## src/rtl/rowpw_pkg.sv

```systemverilog
package rowpw_pkg;
  typedef enum logic [1:0] {
    EN_OFF = 2'b00,
    EN_POS = 2'b01,
    EN_NEG = 2'b10
  } row_en_t;

  typedef enum logic [1:0] {
    PH_IDLE  = 2'b00,
    PH_READ  = 2'b01,
    PH_WRITE = 2'b10
  } phase_t;
endpackage

```

## src/rtl/rowpw_mag.sv

```systemverilog
// Absolute value of a two's complement error; the most negative code saturates.
module rowpw_mag #(
  parameter int ERR_W = 16
) (
  input  logic [ERR_W-1:0] err_i,
  output logic [ERR_W-2:0] mag_o,
  output logic             neg_o
);
  localparam logic [ERR_W-1:0] MOST_NEG = {1'b1, {(ERR_W-1){1'b0}}};

  logic [ERR_W-1:0] negated;

  always_comb begin
    negated = ~err_i + {{(ERR_W-1){1'b0}}, 1'b1};
    neg_o   = err_i[ERR_W-1];
    if (err_i == MOST_NEG)
      mag_o = '1;
    else if (err_i[ERR_W-1])
      mag_o = negated[ERR_W-2:0];
    else
      mag_o = err_i[ERR_W-2:0];
  end
endmodule

```

## src/rtl/rowpw_lane.sv

```systemverilog
// One row: captures length and sign at start, counts down in the write phase.
module rowpw_lane
  import rowpw_pkg::*;
#(
  parameter int ERR_W   = 16,
  parameter int SCALE_W = 8,
  parameter int CNT_W   = ERR_W - 1 + SCALE_W
) (
  input  logic               clk,
  input  logic               rst,
  input  logic               load_i,
  input  logic               go_i,
  input  logic               dec_i,
  input  logic [ERR_W-1:0]   err_i,
  input  logic [SCALE_W-1:0] scale_i,
  output logic [1:0]         en_o,
  output logic               zero_n_o
);
  logic [ERR_W-2:0] mag;
  logic             neg;
  logic [CNT_W-1:0] len;
  logic [CNT_W-1:0] cnt_q;
  logic [CNT_W-1:0] cnt_n;
  logic             neg_q;
  row_en_t          en_q;

  rowpw_mag #(.ERR_W(ERR_W)) i_mag (
    .err_i (err_i),
    .mag_o (mag),
    .neg_o (neg)
  );

  assign len = CNT_W'(mag) * CNT_W'(scale_i);

  always_comb begin
    if (load_i)
      cnt_n = len;
    else if (dec_i && (cnt_q != '0))
      cnt_n = cnt_q - CNT_W'(1);
    else
      cnt_n = cnt_q;
  end

  assign zero_n_o = (cnt_n == '0);

  always_ff @(posedge clk) begin
    if (rst) begin
      cnt_q <= '0;
      neg_q <= 1'b0;
      en_q  <= EN_OFF;
    end else begin
      cnt_q <= cnt_n;
      if (load_i)
        neg_q <= neg;
      if (go_i && (cnt_n != '0))
        en_q <= neg_q ? EN_NEG : EN_POS;
      else
        en_q <= EN_OFF;
    end
  end

  assign en_o = en_q;

  // code 11 is never driven
  p_legal_code_r1: assert property (@(posedge clk) disable iff (rst)
    en_q != 2'b11);

  // a lit row's polarity agrees with the captured sign
  p_polarity_r2: assert property (@(posedge clk) disable iff (rst)
    (en_q != EN_OFF) |-> ((en_q == EN_NEG) == neg_q));

  // a lit row keeps its code while more than one cycle remains
  p_contiguous_r3: assert property (@(posedge clk) disable iff (rst)
    ((en_q != EN_OFF) && (cnt_q > CNT_W'(1))) |=> (en_q == $past(en_q)));

  // a row is lit only while it has count left
  p_lit_needs_count_r6: assert property (@(posedge clk) disable iff (rst)
    (en_q != EN_OFF) |-> (cnt_q != '0));
endmodule

```

## src/rtl/rowpw_ctrl.sv

```systemverilog
// Sequencer: idle, read interval, parallel write phase, done pulse.
module rowpw_ctrl
  import rowpw_pkg::*;
#(
  parameter int READ_CYC = 4
) (
  input  logic   clk,
  input  logic   rst,
  input  logic   start_i,
  input  logic   all_zero_i,
  output logic   load_o,
  output logic   go_o,
  output logic   dec_o,
  output logic   done_o,
  output phase_t phase_o
);
  localparam int RD_W = (READ_CYC < 2) ? 1 : $clog2(READ_CYC + 1);

  phase_t          phase_q;
  logic [RD_W-1:0] rd_q;
  logic            done_q;

  assign load_o  = start_i && (phase_q == PH_IDLE);
  assign go_o    = ((phase_q == PH_READ) && (rd_q == '0)) || (phase_q == PH_WRITE);
  assign dec_o   = (phase_q == PH_WRITE);
  assign done_o  = done_q;
  assign phase_o = phase_q;

  always_ff @(posedge clk) begin
    if (rst) begin
      phase_q <= PH_IDLE;
      rd_q    <= '0;
      done_q  <= 1'b0;
    end else begin
      done_q <= 1'b0;
      case (phase_q)
        PH_IDLE: begin
          if (start_i) begin
            phase_q <= PH_READ;
            rd_q    <= RD_W'(READ_CYC - 1);
          end
        end
        PH_READ: begin
          if (rd_q != '0) begin
            rd_q <= rd_q - RD_W'(1);
          end else if (all_zero_i) begin
            phase_q <= PH_IDLE;
            done_q  <= 1'b1;
          end else begin
            phase_q <= PH_WRITE;
          end
        end
        PH_WRITE: begin
          if (all_zero_i) begin
            phase_q <= PH_IDLE;
            done_q  <= 1'b1;
          end
        end
        default: phase_q <= PH_IDLE;
      endcase
    end
  end

  // the read interval is not cut short
  p_read_hold_r4: assert property (@(posedge clk) disable iff (rst)
    ((phase_q == PH_READ) && (rd_q != '0)) |=> (phase_q == PH_READ));

  // done lasts one cycle
  p_done_single_r7: assert property (@(posedge clk) disable iff (rst)
    done_q |=> !done_q);

  // once busy, a start strobe never returns the sequencer to the read interval
  p_busy_start_r8: assert property (@(posedge clk) disable iff (rst)
    ((phase_q == PH_WRITE) && start_i) |=> (phase_q != PH_READ));
endmodule

```

## src/rtl/rowpw_update_driver.sv

```systemverilog
module rowpw_update_driver
  import rowpw_pkg::*;
#(
  parameter int ROWS     = 4,
  parameter int ERR_W    = 16,
  parameter int SCALE_W  = 8,
  parameter int READ_CYC = 4
) (
  input  logic                  clk,
  input  logic                  rst,
  input  logic                  start_i,
  input  logic [ROWS*ERR_W-1:0] err_i,
  input  logic [SCALE_W-1:0]    scale_i,
  output logic [2*ROWS-1:0]     row_en_o,
  output logic                  done_o
);
  localparam int CNT_W = ERR_W - 1 + SCALE_W;

  logic            load;
  logic            go;
  logic            dec;
  logic [ROWS-1:0] zero_n;
  phase_t          phase;

  rowpw_ctrl #(.READ_CYC(READ_CYC)) i_ctrl (
    .clk        (clk),
    .rst        (rst),
    .start_i    (start_i),
    .all_zero_i (&zero_n),
    .load_o     (load),
    .go_o       (go),
    .dec_o      (dec),
    .done_o     (done_o),
    .phase_o    (phase)
  );

  for (genvar r = 0; r < ROWS; r++) begin : g_lane
    rowpw_lane #(
      .ERR_W   (ERR_W),
      .SCALE_W (SCALE_W),
      .CNT_W   (CNT_W)
    ) i_lane (
      .clk      (clk),
      .rst      (rst),
      .load_i   (load),
      .go_i     (go),
      .dec_i    (dec),
      .err_i    (err_i[ERR_W*r +: ERR_W]),
      .scale_i  (scale_i),
      .en_o     (row_en_o[2*r +: 2]),
      .zero_n_o (zero_n[r])
    );
  end

  // rows are lit only in the write phase
  p_write_phase_r4: assert property (@(posedge clk) disable iff (rst)
    (row_en_o != '0) |-> (phase == PH_WRITE));

  // all rows are released when done is raised
  p_done_rows_off_r7: assert property (@(posedge clk) disable iff (rst)
    done_o |-> (row_en_o == '0));
endmodule

```

## config.mk

```make
export PLATFORM = sky130hd
export DESIGN_NAME = rowpw_update_driver
export DESIGN_NICKNAME = d
export VERILOG_FILES = /design/src/rtl/rowpw_pkg.sv /design/src/rtl/rowpw_mag.sv /design/src/rtl/rowpw_lane.sv /design/src/rtl/rowpw_ctrl.sv /design/src/rtl/rowpw_update_driver.sv
export SDC_FILE = /design/constraint.sdc
export NUM_CORES = 1
export LEC_CHECK = 0
export ABC_CLOCK_PERIOD_IN_PS = 21800
export CAP_MARGIN = 10
export CORE_MARGIN = 4
export CORE_UTILIZATION = 50
export DETAILED_ROUTE_END_ITERATION = 12
export HOLD_SLACK_MARGIN = 0.12
export PLACE_DENSITY = 0.75
export SYNTH_ARGS = -nofsm -noshare
export SYNTH_HDL_FRONTEND = slang
export SYNTH_SLANG_ARGS = --single-unit
```

## constraint.sdc

```tcl
create_clock -name clk -period 21.8 [get_ports clk]
set_input_delay 2.18 -clock clk [delete_from_list [all_inputs] [get_ports clk]]
set_output_delay 2.18 -clock clk [all_outputs]
set_load 0.01 [all_outputs]
```

==> run metrics <==
status=complete, no violations; Setup WS post-layout=11.19 ns; Syn Nets=3511; area of the mapped netlist=23800 um2; Fin. Hold Viols=0; Pwr Density=138 nW/um2; Post-route DRC=0; Pleak=11.9 nW; num rows=79; cell with the largest stage delay on the worst path=nor4_1; Critical Path Max Stage Delay=0.91 ns; setup bufs post-CTS=0; Max Freq=94.2 MHz; global-route usage over all layers=23.8%; Max FO, Critical Path=8; initial antenna violation count=0; post-synth top area share=26.3%; clock skew=0.0105 ns; reg2reg start=i_ctrl.phase_o[0]; EDFF count, synth=0; Boundary Pins=84; Netlist cell types=81; critical path endpoint=i_ctrl.phase_o[0]; vias in the first global route=21500; crit path capture type=register; Worst-Skew Late Latency=0.37 ns; fin crit share=48.7%; Overflow after GRT=0; Seq cells post-synth=110; register area share after synthesis=9.26%; WP depth=25; placed cell area=25000 um2; dpl ws=10.90 ns; dominant cell type by area after synthesis=fa_1; critical path type=primary input to register; clk root buf=clkbuf_16; largest net degree at the start of global routing=71; hpwl dp=45.9 mm; Port Buffer Count=83; DRT Wirelength=59.0 mm; clk sinks=110; Max Slew Vio Count=0; critical path's most frequent cell=fa_1; Layout area overhead=6.41%; Startpoint Class=primary input; H-tree Lvls=3; Gate Count Post-Synth=2935; Avg Vias per Cell=5.80; Worst Setup SP=err_i[51]; Peak supply drop=0.0000825 V; layout cells sized above 1=2.56%; final hold slack=0.447 ns; crit path DAT=10.92 ns; die area=51100 um2; gpl congestion=0.897; dominant cells by area after synthesis=fa_1 (26%), ha_1 (9.9%), and2_1 (9.4%), dfxtp_1 (9.3%), inv_1 (6.0%); Routed WL per cell=16.7 um; CP bufs+invs=3; clock-pin slew on the worst setup and hold paths=0.08 ns; total CTS buffers=9; synth warn=0; RSZ-0062 raised after global routing=false; HP Class=register to register; hold buffer count at CTS=0; die width=226 um; Initial Util=50.8%; clk buf depth=2; CP required=22.11 ns; Slew headroom=20.6%; Core Area=46800 um2; Syn Area/Cell=8.10 um2; Most used DFF post-synth=dfxtp_1; final antenna-violating net count=0; worst reg2reg setup slack=16.49 ns; Die Ht=226 um; first-pass GRT wire length=102 mm; Nets=3496; setup_tns=0 ns; max cap viols=0; final setup vio count=0; Pre-antenna DRT Iters=5; Worst R2R Path Depth=14; top cells by count, synth=inv_1 (381), and2_1 (359), fa_1 (312), nand2_1 (214), ha_1 (189); fin area=25300 um2; initial drt markers=1441; vias post-DR=20500; Async SR Flop Fraction=0%; CP delay by family, top=simple AND/OR/NAND/NOR gates; Tmin final=10.61 ns; Post-CTS Resized=0; Slew @ Worst Pin=1.19 ns; FF-to-FF End=i_ctrl.phase_o[0]; top-count cell post-synth=inv_1; CTS tree=built
[kinds of logic (layout without fill, tap and decap cells)]
logic type | Yosys count | after routing | synth area share (%)
AND/OR/NAND/NOR | 1160 | 1160 | 26.4
buffers and inverters | 505 | 495 | 8.01
adder cells (fa/ha/maj) | 501 | 501 | 36.2
AO/OA/AOI/OAI | 480 | 480 | 13.3
XOR/XNOR | 147 | 147 | 5.42
flip-flops | 110 | 110 | 9.26
multiplexers | 32 | 32 | 1.37
other | 0 | 3 | 0
[cells in the final DEF (no fill, tap or decap), drive strengths merged, types with 7 or more instances in the layout]
cell type and instances:
inv 384, and2 360, fa 312, nand2 214, ha 189, nor2 187
a21oi 141, dfxtp 110, o21ai 94, xor2 82, clkdlybuf4s50 75, xnor2 65
nor2b 63, nor3 61, nand3 46, nor4 42, a211oi 35, and3 32
mux2i 28, or3 27, a21o 25, or4 25, nand2b 24, buf 22
o31ai 21, nand4 21, o211ai 21, a31oi 16, o41ai 15, o21a 14
or2 13, o211a 13, nor3b 11, clkbuf 10, a2111oi 9, a311oi 8
o2111ai 8, o31a 7
[final cells by class]
class                      count  area [um2]
fill                        4329       21500
clock inverter                 6        91.3
clock buffer                  10         229
multi-input combinational   2320       19700
tap                          607         759
timing repair buffer          97         896
inverter                     382        1430
sequential                   110        2200
antenna                        3        7.51
[state kept, by name (all words and copies together), names as in the netlist]
register / flops
g_lane.i_lane.cnt_q: 92
g_lane.i_lane.en_o: 8
g_lane.i_lane.neg_q: 4
i_ctrl.done_o: 1
i_ctrl.phase_o: 2
i_ctrl.rd_q: 3
[per-stage QoR]
step / std cells / utilization [%] / power, W
2_1_floorplan: 2935 / - / 0.00265
3_3_place_gp: 3516 / 53.4 / 0.00320
3_5_place_dp: 3516 / 53.4 / 0.00327
4_1_cts: 3532 / 54.1 / 0.00348
5_1_grt: 3532 / 54.1 / 0.00395
6_report: 3535 / 54.1 / 0.00350
[how the worst min path moves through the flow]
stage	startpoint	to	slack, ns	cells past startpoint
floorplan	g_lane[0].i_lane.neg_q	g_lane[0].i_lane.en_o[0]	0.40	1
global placement	g_lane[1].i_lane.neg_q	g_lane[1].i_lane.en_o[0]	0.42	1
detailed placement	g_lane[1].i_lane.neg_q	g_lane[1].i_lane.en_o[0]	0.43	1
CTS	g_lane[1].i_lane.neg_q	g_lane[1].i_lane.en_o[0]	0.45	1
global route	g_lane[0].i_lane.neg_q	g_lane[0].i_lane.en_o[0]	0.47	1
finish	g_lane[2].i_lane.neg_q	g_lane[2].i_lane.en_o[0]	0.45	1
[power breakdown]
group	switching [W]	leakage, nW	total [W]	internal (W)
combinational	0.00176	10.8	0.00297	0.00122
sequential	0.0000711	0.906	0.000341	0.000270
clock	0.0000844	0.158	0.000186	0.000102
total	0.00191	11.9	0.00350	0.00159
[layer usage]
metal  up-vias  track usage [%]  wire length, um
met5         -                0                0
met4         0             7.68             1600
met1     10100             31.2            25700
li1       9709                -                -
met2       619             40.9            28300
met3       105             3.13             3360
No activity file was read; power rests on OpenSTA's default activity.
